`src/rtl/blkdma_pkg.sv`:
```
// Shared types for the multi-block transfer sequencer.
// Assumes: nothing beyond the users importing this package.
package blkdma_pkg;

    // Sequencer phases: idle, fetching words, launching the engine,
    // waiting for the engine, storing words.
    typedef enum logic [2:0] {
        SQ_IDLE,
        SQ_READ,
        SQ_KICK,
        SQ_WAIT,
        SQ_WRITE
    } sq_state_e;

endpackage

```
`src/rtl/blkdma_ptr.sv`:
```
// Address pointer: loads a start address and moves forward by a fixed
// step for each completed access.
// Assumes: load and adv are not both high; when they are, load wins.
module blkdma_ptr #(
    parameter int ADDR_W = 32,
    parameter int STEP   = 4
) (
    input  logic              clk,
    input  logic              rst_n,
    input  logic              load,
    input  logic [ADDR_W-1:0] base,
    input  logic              adv,
    output logic [ADDR_W-1:0] ptr
);
    localparam logic [ADDR_W-1:0] STEP_V = ADDR_W'(STEP);

    // Pointer register: start address on load, step on each access.
    always_ff @(posedge clk) begin
        if (!rst_n)
            ptr <= '0;
        else if (load)
            ptr <= base;
        else if (adv)
            ptr <= ptr + STEP_V;
    end
endmodule

```
`src/rtl/blkdma_blkcnt.sv`:
```
// Remaining-block counter. It is loaded with (blocks - 1), which is the
// upper slice of the size field, and counts down at the end of each block.
// Assumes: dec is only raised while a transfer is running.
module blkdma_blkcnt #(
    parameter int CNT_W = 11
) (
    input  logic             clk,
    input  logic             rst_n,
    input  logic             load,
    input  logic [CNT_W-1:0] load_val,
    input  logic             dec,
    output logic             last
);
    logic [CNT_W-1:0] remain_q;

    // Count register: loaded at start, one less per finished block.
    always_ff @(posedge clk) begin
        if (!rst_n)
            remain_q <= '0;
        else if (load)
            remain_q <= load_val;
        else if (dec && (remain_q != '0))
            remain_q <= remain_q - 1'b1;
    end

    assign last = (remain_q == '0);
endmodule

```
`src/rtl/blkdma_pack.sv`:
```
// Word/block converter. Read words are gathered into lanes, lane 0 being
// the most significant word. The engine result is held and handed out
// word by word for the writes, the most significant word first.
// Assumes: WORDS is a power of two and IDX_W = log2(WORDS).
module blkdma_pack #(
    parameter int DATA_W = 32,
    parameter int WORDS  = 4,
    parameter int IDX_W  = 2,
    parameter int BLK_W  = DATA_W * WORDS
) (
    input  logic              clk,
    input  logic              rst_n,
    input  logic              cap_en,
    input  logic [IDX_W-1:0]  idx,
    input  logic [DATA_W-1:0] rd_word,
    input  logic              res_load,
    input  logic [BLK_W-1:0]  res_in,
    output logic [BLK_W-1:0]  blk_out,
    output logic [DATA_W-1:0] wr_word
);
    logic [BLK_W-1:0]  res_q;
    logic [DATA_W-1:0] res_lane [WORDS];

    // Result register: holds the engine output during the write phase.
    always_ff @(posedge clk) begin
        if (!rst_n)
            res_q <= '0;
        else if (res_load)
            res_q <= res_in;
    end

    for (genvar g = 0; g < WORDS; g++) begin : g_lane
        logic [DATA_W-1:0] in_q;

        // Input lane: takes the read word whose index matches this lane.
        always_ff @(posedge clk) begin
            if (!rst_n)
                in_q <= '0;
            else if (cap_en && (idx == IDX_W'(g)))
                in_q <= rd_word;
        end

        assign blk_out[(WORDS-1-g)*DATA_W +: DATA_W] = in_q;
        assign res_lane[g] = res_q[(WORDS-1-g)*DATA_W +: DATA_W];
    end

    assign wr_word = res_lane[idx];
endmodule

```
`src/rtl/blkdma_seq.sv`:
```
// Multi-block transfer sequencer (top). Each block is read word by word,
// passed through an external engine, then written word by word, until
// the block count taken from the size field is used up.
// Assumes: the memory answers each held request with mem_ack or mem_err
// (an error wins); the engine answers each eng_start with one eng_done.
module blkdma_seq
    import blkdma_pkg::*;
#(
    parameter int ADDR_W = 32,
    parameter int DATA_W = 32,
    parameter int BLK_W  = 128,
    parameter int SIZE_W = 15
) (
    input  logic              clk,
    input  logic              rst_n,
    input  logic              start,
    input  logic [ADDR_W-1:0] rd_base,
    input  logic [ADDR_W-1:0] wr_base,
    input  logic [SIZE_W-1:0] size_field,
    output logic              busy,
    output logic              mem_req,
    output logic              mem_we,
    output logic [ADDR_W-1:0] mem_addr,
    output logic [DATA_W-1:0] mem_wdata,
    input  logic              mem_ack,
    input  logic              mem_err,
    input  logic [DATA_W-1:0] mem_rdata,
    output logic              eng_start,
    output logic [BLK_W-1:0]  eng_din,
    input  logic              eng_done,
    input  logic [BLK_W-1:0]  eng_result,
    output logic              xfer_done,
    output logic              xfer_err
);
    localparam int WORDS     = BLK_W / DATA_W;
    localparam int IDX_W     = $clog2(WORDS);
    localparam int BLK_BYTES = BLK_W / 8;
    localparam int OFS_BITS  = $clog2(BLK_BYTES);
    localparam int CNT_W     = SIZE_W - OFS_BITS;
    localparam int WSTEP     = DATA_W / 8;

    sq_state_e        state_q, state_d;
    logic [IDX_W-1:0] idx_q;
    logic             word_last, blk_last;
    logic             launch, rd_ok, wr_ok, in_xfer_phase;
    logic [ADDR_W-1:0] rd_ptr, wr_ptr;
    logic             done_q, err_q;
    logic             sz_unused_lo;

    // The low bits of the size field only pick a byte within the last block.
    assign sz_unused_lo = ^size_field[OFS_BITS-1:0];

    assign launch        = (state_q == SQ_IDLE) && start;
    assign in_xfer_phase = (state_q == SQ_READ) || (state_q == SQ_WRITE);
    assign rd_ok         = (state_q == SQ_READ)  && mem_ack && !mem_err;
    assign wr_ok         = (state_q == SQ_WRITE) && mem_ack && !mem_err;
    assign word_last     = (idx_q == IDX_W'(WORDS - 1));

    // Next-phase selection.
    always_comb begin
        state_d = state_q;
        case (state_q)
            SQ_IDLE:  if (start) state_d = SQ_READ;
            SQ_READ: begin
                if (mem_err)
                    state_d = SQ_IDLE;
                else if (mem_ack && word_last)
                    state_d = SQ_KICK;
            end
            SQ_KICK:  state_d = SQ_WAIT;
            SQ_WAIT:  if (eng_done) state_d = SQ_WRITE;
            SQ_WRITE: begin
                if (mem_err)
                    state_d = SQ_IDLE;
                else if (mem_ack && word_last)
                    state_d = blk_last ? SQ_IDLE : SQ_READ;
            end
            default:  state_d = SQ_IDLE;
        endcase
    end

    // Phase register.
    always_ff @(posedge clk) begin
        if (!rst_n)
            state_q <= SQ_IDLE;
        else
            state_q <= state_d;
    end

    // Word index within the block: cleared at launch, one step per access.
    always_ff @(posedge clk) begin
        if (!rst_n)
            idx_q <= '0;
        else if (launch)
            idx_q <= '0;
        else if (rd_ok || wr_ok)
            idx_q <= idx_q + 1'b1;
    end

    // Completion and abort pulses, each one cycle long.
    always_ff @(posedge clk) begin
        if (!rst_n) begin
            done_q <= 1'b0;
            err_q  <= 1'b0;
        end else begin
            done_q <= wr_ok && word_last && blk_last;
            err_q  <= in_xfer_phase && mem_err;
        end
    end

    blkdma_ptr #(.ADDR_W(ADDR_W), .STEP(WSTEP)) u_rd_ptr (
        .clk   (clk),
        .rst_n (rst_n),
        .load  (launch),
        .base  (rd_base),
        .adv   (rd_ok),
        .ptr   (rd_ptr)
    );

    blkdma_ptr #(.ADDR_W(ADDR_W), .STEP(WSTEP)) u_wr_ptr (
        .clk   (clk),
        .rst_n (rst_n),
        .load  (launch),
        .base  (wr_base),
        .adv   (wr_ok),
        .ptr   (wr_ptr)
    );

    blkdma_blkcnt #(.CNT_W(CNT_W)) u_cnt (
        .clk      (clk),
        .rst_n    (rst_n),
        .load     (launch),
        .load_val (size_field[SIZE_W-1:OFS_BITS]),
        .dec      (wr_ok && word_last),
        .last     (blk_last)
    );

    blkdma_pack #(.DATA_W(DATA_W), .WORDS(WORDS), .IDX_W(IDX_W), .BLK_W(BLK_W)) u_pack (
        .clk      (clk),
        .rst_n    (rst_n),
        .cap_en   (rd_ok),
        .idx      (idx_q),
        .rd_word  (mem_rdata),
        .res_load ((state_q == SQ_WAIT) && eng_done),
        .res_in   (eng_result),
        .blk_out  (eng_din),
        .wr_word  (mem_wdata)
    );

    assign busy      = (state_q != SQ_IDLE);
    assign mem_req   = in_xfer_phase;
    assign mem_we    = (state_q == SQ_WRITE);
    assign mem_addr  = mem_we ? wr_ptr : rd_ptr;
    assign eng_start = (state_q == SQ_KICK);
    assign xfer_done = done_q;
    assign xfer_err  = err_q;
endmodule

```
`config.mk`:
```
export PLATFORM = sky130hd
export DESIGN_NAME = blkdma_seq
export DESIGN_NICKNAME = d
export VERILOG_FILES = /design/src/rtl/blkdma_pkg.sv /design/src/rtl/blkdma_ptr.sv /design/src/rtl/blkdma_blkcnt.sv /design/src/rtl/blkdma_pack.sv /design/src/rtl/blkdma_seq.sv
export SDC_FILE = /design/constraint.sdc
export NUM_CORES = 1
export LEC_CHECK = 0
export CAP_MARGIN = 20
export CORE_MARGIN = 2
export CORE_UTILIZATION = 50
export CTS_CLUSTER_SIZE = 16
export DETAILED_ROUTE_END_ITERATION = 7
export PLACE_DENSITY_LB_ADDON = 0.3
export SETUP_SLACK_MARGIN = 0.05
export SYNTH_ARGS = -nofsm -noshare
export SYNTH_HDL_FRONTEND = slang
export SYNTH_SLANG_ARGS = --single-unit
```
`constraint.sdc`:
```
create_clock -name clk -period 3.2 [get_ports clk]
set_input_delay 0.64 -clock clk [delete_from_list [all_inputs] [get_ports clk]]
set_output_delay 0.64 -clock clk [all_outputs]
set_load 0.05 [all_outputs]
```
==> parameters.txt, run 1 <==
Parameter                              Value

Routing
  Antenna Violating Nets Remaining    0
  Detailed-routing iteration count for the pre-antenna-repair pass    7
  Number of design-rule violations left by the first detailed-router iteration    around 1,200
  Routed WL per cell    17.9 um
  DRT Wirelength    45,500 um
  Total via count in the routed design    14,000
  Vias per cell    5.53
  Residual DRC count    0

Clock tree
  Number of buffers inserted during clock tree synthesis    37
  Clock transition at the registers of the reported paths    ~60 ps
  Clock sinks    338
  Number of buffers added to fix hold violations after cts    0
  Count of H-tree levels built during CTS    2
  TritonCTS clock tree    done
  Cell chosen for the clock root    sky130_fd_sc_hd__clkbuf_16
  Insertion delay of the later-clocked pin in the worst-skew pair    510 ps
  Postcts setup bufs    0
  Maximum root-to-sink buffer count    3

Synthesis
  Netlist area before placement    approximately 14,000 um^2
  Share of async-settable or async-resettable flops after synthesis    0%
  Synth Area per Inst    ~8 um^2
  Number of warnings issued by yosys    0
  Sequential cell area fraction in the yosys report    47.6%
  Most frequent cell after synthesis    sky130_fd_sc_hd__nand2_1
  Number of enable-type register cells in the synthesized netlist    0
  Top cell type by total area after synthesis    sky130_fd_sc_hd__dfxtp_1
  Post-Synthesis Cells    1,747
  Post-synthesis register bit count    338
  Post-synth top flop    sky130_fd_sc_hd__dfxtp_1
  Unique masters post-synth    52
  Dominant cells by area after synthesis    sky130_fd_sc_hd__dfxtp_1 (48%), sky130_fd_sc_hd__nand2_1 (15%), sky130_fd_sc_hd__a21oi_1 (11%), sky130_fd_sc_hd__mux4_2 (5.1%), sky130_fd_sc_hd__clkbuf_1 (3.0%)
  Share of the synthesized area in the top cell type    roughly 48%
  Number of nets produced by synthesis    1,999
  Post-synth top cells    sky130_fd_sc_hd__nand2_1 (564), sky130_fd_sc_hd__dfxtp_1 (338), sky130_fd_sc_hd__a21oi_1 (304)

STA
  Post-Route Setup TNS    0 ps
  Setup-failing EPs final    0
  Post-route clock period utilization    between 90% and 100%
  Worst slew margin    47.1%
  Max Clk Rate    ~0.33 GHz
  Setup WS post-layout    207 ps
  Layout Skew    13.4 ps
  Min Clock Period, post-route    2990 ps
  Transition time at the pin with the least slew margin    between 700 and 800 ps
  Setup repair after global routing missed its margin    false
  Count of pins over their slew limit    0
  Hold violation total from the final report    0

Placement
  Buffers added on ports    438
  Instance area after placement    19,000 um^2
  GPL Wtd Cong    0.881
  Pre-CTS setup slack    ~280 ps
  Final HPWL from detailed placement    ~31,000 um

Power and ir drop
  Switching part of the total    approximately a quarter
  Clk network pwr share    43.5%
  Internal power    7330 uW
  Relative contribution of sequential cells to total power    45.8%
  Areal power density over the cells    477 nW/um^2
  Largest vdd supply drop    around 0.40 mV
  Comb pwr share    about a tenth
  Net load switching power    2320 uW
  Static power due to leakage    approximately 0.007 uW

Floorplan
  Floorplan die height    173 um
  IO Count    443
  Placement row count    61
  Initial core utilization    between 50% and 60%
  Overall die area    29,800 um^2
  Chip Width    173 um
  Core area    27,900 um^2

Job
  Max Cap Viol    0

GRT
  First-pass GRT wire length    about 72,000 um
  Number of antenna violations at the first check in global routing    2
  Global router's overall resource usage    between 20% and 30%
  Vias in the first global route    13,700
  Largest net degree at the start of global routing    129
  Sum of overflow across all layers after global routing    0

Cells and area
  Count of nets after finishing    2,384
  Signed area change from the synthesized netlist to the final layout    42.3%
  Fraction of final layout cells with drive strength greater than 1    8.82%
  Fillers    2,073
  Post-route cell area    20,200 um^2
  Utilization after layout    72.6%

Setup path
  Req. time, crit path    2560 ps
  Crit Path Category    reg2out
  Arrival time of the worst setup path    2350 ps
  Crit Path Max Fanout    21
  Critical path capture point type    primary output
  Type of element launching the critical path    flop

Min path
  Worst hold path type    reg2reg

Outcome
  Result of the run    complete, no violations
[kinds of logic (layout without fill, tap and decap cells)]
kind of cell / count (synthesis) / count (layout) / synth area share [%]
AO/OA/AOI/OAI: 401 / 401 / 14.9
XOR/XNOR: 54 / 54 / 3.33
adder cells (fa/ha/maj): 7 / 7 / 0.617
buffers and inverters: 145 / 553 / 3.86
multiplexers: 62 / 62 / 7.41
flip-flops: 338 / 338 / 47.6
other: 0 / 3 / 0
AND/OR/NAND/NOR: 740 / 740 / 22.2
[cell usage in the layout (no fill, tap or decap), types with 5 or more instances in the layout]
cell type	n
sky130_fd_sc_hd__nand2_1	563
sky130_fd_sc_hd__clkdlybuf4s50_1	374
sky130_fd_sc_hd__dfxtp_1	336
sky130_fd_sc_hd__a21oi_1	304
sky130_fd_sc_hd__o21ai_0	56
sky130_fd_sc_hd__buf_4	51
sky130_fd_sc_hd__clkbuf_16	39
sky130_fd_sc_hd__nor2_1	36
sky130_fd_sc_hd__xnor2_1	35
sky130_fd_sc_hd__mux4_2	32
sky130_fd_sc_hd__dlygate4sd2_1	30
sky130_fd_sc_hd__nand3_1	28
sky130_fd_sc_hd__mux2_2	25
sky130_fd_sc_hd__buf_12	20
sky130_fd_sc_hd__xor2_1	19
sky130_fd_sc_hd__nor3_1	16
sky130_fd_sc_hd__nor4_1	16
sky130_fd_sc_hd__a211oi_1	16
sky130_fd_sc_hd__and3_1	15
sky130_fd_sc_hd__nand4_1	15
sky130_fd_sc_hd__inv_1	14
sky130_fd_sc_hd__clkbuf_1	10
sky130_fd_sc_hd__or3_1	8
sky130_fd_sc_hd__a31oi_1	7
sky130_fd_sc_hd__and4_1	7
sky130_fd_sc_hd__ha_1	7
sky130_fd_sc_hd__clkbuf_8	6
sky130_fd_sc_hd__and2_1	5
sky130_fd_sc_hd__nand4b_1	5
sky130_fd_sc_hd__mux2i_1	5
[worst max-delay path, cell delays in order, from the launching register on]
cell                      delay, ps
sky130_fd_sc_hd__dfxtp_1        580
sky130_fd_sc_hd__nor3b_4        430
sky130_fd_sc_hd__buf_12         230
sky130_fd_sc_hd__mux2_2         390
sky130_fd_sc_hd__buf_4          210
[what timing repair did]
item	CTS	global route
endpoints found under the hold margin	0	0
endpoints found under the setup margin	30	9
gates resized for setup	30	2
[power groups by stage]
stage                     clock network (uW)  registers, uW  logic [uW]
final                                   4190           4420        1040
after global routing                    4430           4430        1110
after global placement                     0           4500        1010
after floorplan                            0           4510         468
after CTS                               4250           4410        1030
after detailed placement                   0           4500        1020
[final cells by class]
| cell class | instances | area, um^2 | area share (%) |
|---|---|---|---|
| Multi-Input combinational cell | 1264 | 6910 | 34.2 |
| Sequential cell | 338 | 6770 | 33.5 |
| Timing Repair Buffer | 476 | 4800 | 23.8 |
| Clock buffer | 55 | 1100 | 5.42 |
| Tap cell | 378 | 473 | 2.34 |
| Clock inverter | 7 | 93.8 | 0.464 |
| Inverter | 15 | 63.8 | 0.316 |
| Antenna cell | 3 | 7.51 | 0.0371 |
[layer usage]
metal | part of all wire (%) | vias to the layer above | GRT usage, %
met5 | 0 | - | 0
met4 | 4.7 | 0 | 13.7
met3 | 9.4 | 125 | 7.94
met2 | 48 | 647 | 49.8
met1 | 38 | 6539 | 35.4
li1 | - | 6713 | -
[sequential cells by signal (all words and copies together) (netlist names)]
signal	flops
u_pack.res_lane	128
u_pack.g_lane.in_q	128
idx_q	2
xfer_done	1
u_wr_ptr.ptr	32
xfer_err	1
state_q	3
u_rd_ptr.ptr	32
u_cnt.remain_q	11
[path summary, 6_finish.rpt]
kind                            start                   to  slack [ps]  cells past startpoint
setup / recovery           state_q[2]          mem_addr[3]         210                      4
hold / removal    u_pack.res_lane[43]  u_pack.res_lane[43]         450                      2
setup reg to reg      u_rd_ptr.ptr[5]     u_rd_ptr.ptr[30]         510                      5
hold reg to reg   u_pack.res_lane[43]  u_pack.res_lane[43]         450                      2
[through the flow]
stage	hold slack, ps	total power, uW	cells
2_1_floorplan	433	4980	1747
6_report	451	9640	2536
3_5_place_dp	445	5520	2471
4_1_cts	453	9690	2533
5_1_grt	467	9960	2535
3_3_place_gp	438	5510	2471
No activity file was read; power rests on OpenSTA's default activity.
==> run 2, diff against run 1 <==
Settings changed: GPL_TIMING_DRIVEN set to 0, MAX_ROUTING_LAYER set to met4.
==> parameters.txt, run 2 (synthesis gave the netlist of run 1 again) <==
Parameter                              Value

STA
  Worst slew margin    36.7% (-10 points)
  Hold violation total from the final report    0 (unchanged)
  Post-Route Setup TNS    0 ps (unchanged)
  Count of pins over their slew limit    0 (unchanged)
  Post-route clock period utilization    96.1% (+2.6 points)
  Min Clock Period, post-route    3080 ps (+82.5 ps)
  Layout Skew    15.3 ps (+1.88 ps)
  Setup repair after global routing missed its margin    false
  Max Clk Rate    0.325 GHz (-2.7%)
  Setup WS post-layout    124 ps (-82.5 ps)
  Transition time at the pin with the least slew margin    941 ps (+151 ps)
  Setup-failing EPs final    0 (unchanged)

Setup path
  CP top delay family    buffers and inverters
  Launch point of the worst reg-to-reg path    u_rd_ptr.ptr[4]
  Worst r2r path cells    5 (unchanged)
  Critical path capture point type    primary output
  Req. time, crit path    2560 ps (about the same)
  Reg-to-reg slack, setup    330 ps (-180 ps)
  End of the worst register-to-register path    u_rd_ptr.ptr[30]
  Crit Path Max Fanout    10 (-52%)
  Type of element launching the critical path    flop
  Crit Path Category    reg2out
  Worst Path Buf+Inv    3 (+1)
  Most used cell, CP    sky130_fd_sc_hd__clkbuf_4
  Max stage delay cell, worst path    sky130_fd_sc_hd__clkdlybuf4s15_1
  Critical path cell sequence    nor3b_2 > clkbuf_4 > clkbuf_4 > nand2_1 > o21ai_0 > clkdlybuf4s15_1
  Arrival time of the worst setup path    2440 ps (+90 ps)
  Critical Path Max Stage Delay    530 ps (-50 ps)

Cells and area
  Fillers    2,226 (+7.4%)
  Count of nets after finishing    2,475 (+3.8%)
  Most frequent standard cell in the layout excluding fill and tap cells    sky130_fd_sc_hd__nand2_1
  Signed area change from the synthesized netlist to the final layout    41.9%
  Fraction of final layout cells with drive strength greater than 1    7.34% (-1.5 points)
  Highest-count cells in the layout ignoring fill and taps    sky130_fd_sc_hd__nand2_1 (564), sky130_fd_sc_hd__clkdlybuf4s50_1 (370), sky130_fd_sc_hd__dfxtp_1 (338), sky130_fd_sc_hd__a21oi_1 (304), sky130_fd_sc_hd__clkbuf_1 (119)

Job
  Max Cap Viol    0 (unchanged)

Routing
  Total via count in the routed design    14,800 (+5.3%)
  Number of design-rule violations left by the first detailed-router iteration    1,173 (-0.34%)
  DR top layer    met4
  Vias per cell    5.61 (+1.4%)
  Antenna Violating Nets Remaining    0 (unchanged)
  Detailed-routing iteration count for the pre-antenna-repair pass    6 (-1)
  Met3 layer wire length in the routed design    4700 um (+10%)
  Routed WL per cell    19.7 um (+9.6%)
  DRT Wirelength    51,700 um (+14%)
  Residual DRC count    0 (unchanged)
  Detailed-routed wire length on met2    24,900 um (+14%)
  Routed metal-1 wire length    19,300 um (+11%)

Min path
  Worst hold path depth    2 (unchanged)
  Hold path startpoint    u_pack.g_lane[3].in_q[1]
  Worst hold path type    reg2reg
  Endpoint of the worst hold path    u_pack.g_lane[3].in_q[1]

GRT
  First-pass GRT wire length    78,400 um (+8.3%)
  Sum of overflow across all layers after global routing    0 (unchanged)
  Vias in the first global route    14,500 (+6.0%)
  Number of antenna violations at the first check in global routing    7 (+5)
  Global router's overall resource usage    34.4% (+4.7 points)
  Largest net degree at the start of global routing    14 (-89%)

Floorplan
  Placement row count    61 (unchanged)
  Chip Width    173 um (unchanged)
  Core area    27,900 um^2 (unchanged)
  Initial core utilization    51.0% (unchanged)
  Overall die area    29,800 um^2 (unchanged)
  Floorplan die height    173 um (unchanged)
  IO Count    443 (unchanged)

Clock tree
  Clock sinks    338 (unchanged)
  TritonCTS clock tree    done
  Count of H-tree levels built during CTS    2 (unchanged)
  Number of buffers inserted during clock tree synthesis    37 (unchanged)
  Maximum root-to-sink buffer count    3 (unchanged)
  Insertion delay of the later-clocked pin in the worst-skew pair    520 ps (about the same)
  Cell chosen for the clock root    sky130_fd_sc_hd__clkbuf_16
  Number of buffers added to fix hold violations after cts    0 (unchanged)
  Clock transition at the registers of the reported paths    60 ps (about the same)

Power and ir drop
  Largest vdd supply drop    0.294 mV (-27%)
  Static power due to leakage    0.00692 uW (-0.54%)
  Areal power density over the cells    480 nW/um^2 (+0.67%)

Placement
  Pre-CTS setup slack    -409 ps (-688 ps)
  Buffers added on ports    437 (-0.23%)
  Final HPWL from detailed placement    39,400 um (+26%)
  GPL Wtd Cong    0.919 (+4.3%)

Outcome
  Result of the run    complete, no violations
run 2: cell count changes in the layout (fill, tap and decap cells not counted), sizes merged, moves of 4 or more:
cell,previous run,this run
buf,71,11
clkbuf,55,204
clkdlybuf4s15,0,4
clkdlybuf4s50,374,370
diode,3,8
run 2: routing by layer:
metal | vias up | track usage [%]
met4 | 0 | 17.7
li1 | 6907 | -
met1 | 6915 | 39.0
met3 | 167 | 7.59
met2 | 778 | 57.1
met5 | - | -
run 2: repair_timing:
item	CTS	global route
resized for setup	90	75
endpoints found under the setup margin	66	64
buffers inserted	0	0
run 2: worst max path at each step:
| stage | startpoint | end | slack [ps] | depth (start not counted) |
|---|---|---|---|---|
| 6_report | state_q[0] | mem_addr[16] | 120 | 6 |
| 5_1_grt | state_q[0] | mem_addr[16] | 50 | 6 |
| 4_1_cts | idx_q[1] | mem_wdata[18] | 30 | 4 |
| 3_5_place_dp | idx_q[0] | mem_wdata[18] | -410 | 4 |
| 3_3_place_gp | idx_q[0] | mem_wdata[18] | -420 | 4 |
| 2_1_floorplan | state_q[2] | mem_addr[12] | 380 | 4 |
run 2: cell type report:
class	instances	area [um^2]	share of cell area, %
Multi-Input combinational cell	1264	6900	34.2
Antenna cell	8	20.0	0.0994
Inverter	15	56.3	0.279
Clock inverter	7	73.8	0.366
Timing Repair Buffer	437	4200	20.9
Sequential cell	338	6770	33.6
Buffer	130	536	2.66
Tap cell	378	473	2.35
Clock buffer	56	1120	5.55
run 2: power breakdown:
group          total [uW]  leakage, uW  internal [uW]  switching, uW
combinational        1060      0.00359            469            591
sequential           4410      0.00274           4300            108
clock                4210     0.000586           2490           1720
total                9680      0.00692           7260           2420
run 2: per-stage QoR:
stage	std cells	power (uW)	instance area, um^2	utilization (%)	hold slack, ps
6_report	2633	9680	20100	72.3	452
5_1_grt	2632	9940	20100	72.3	472
4_1_cts	2625	9670	20200	72.5	453
3_5_place_dp	2562	5570	19100	68.4	445
3_3_place_gp	2562	5550	19100	68.4	439
2_1_floorplan	1747	4980	14200	-	433
run 2: worst reg2reg max path, stage by stage, from the launching register on:
cell and delay [ps]:
sky130_fd_sc_hd__dfxtp_1 400, sky130_fd_sc_hd__nor4bb_1 680, sky130_fd_sc_hd__nand3_1 460, sky130_fd_sc_hd__or4_1 670
sky130_fd_sc_hd__or3_1 380, sky130_fd_sc_hd__a31oi_1 200
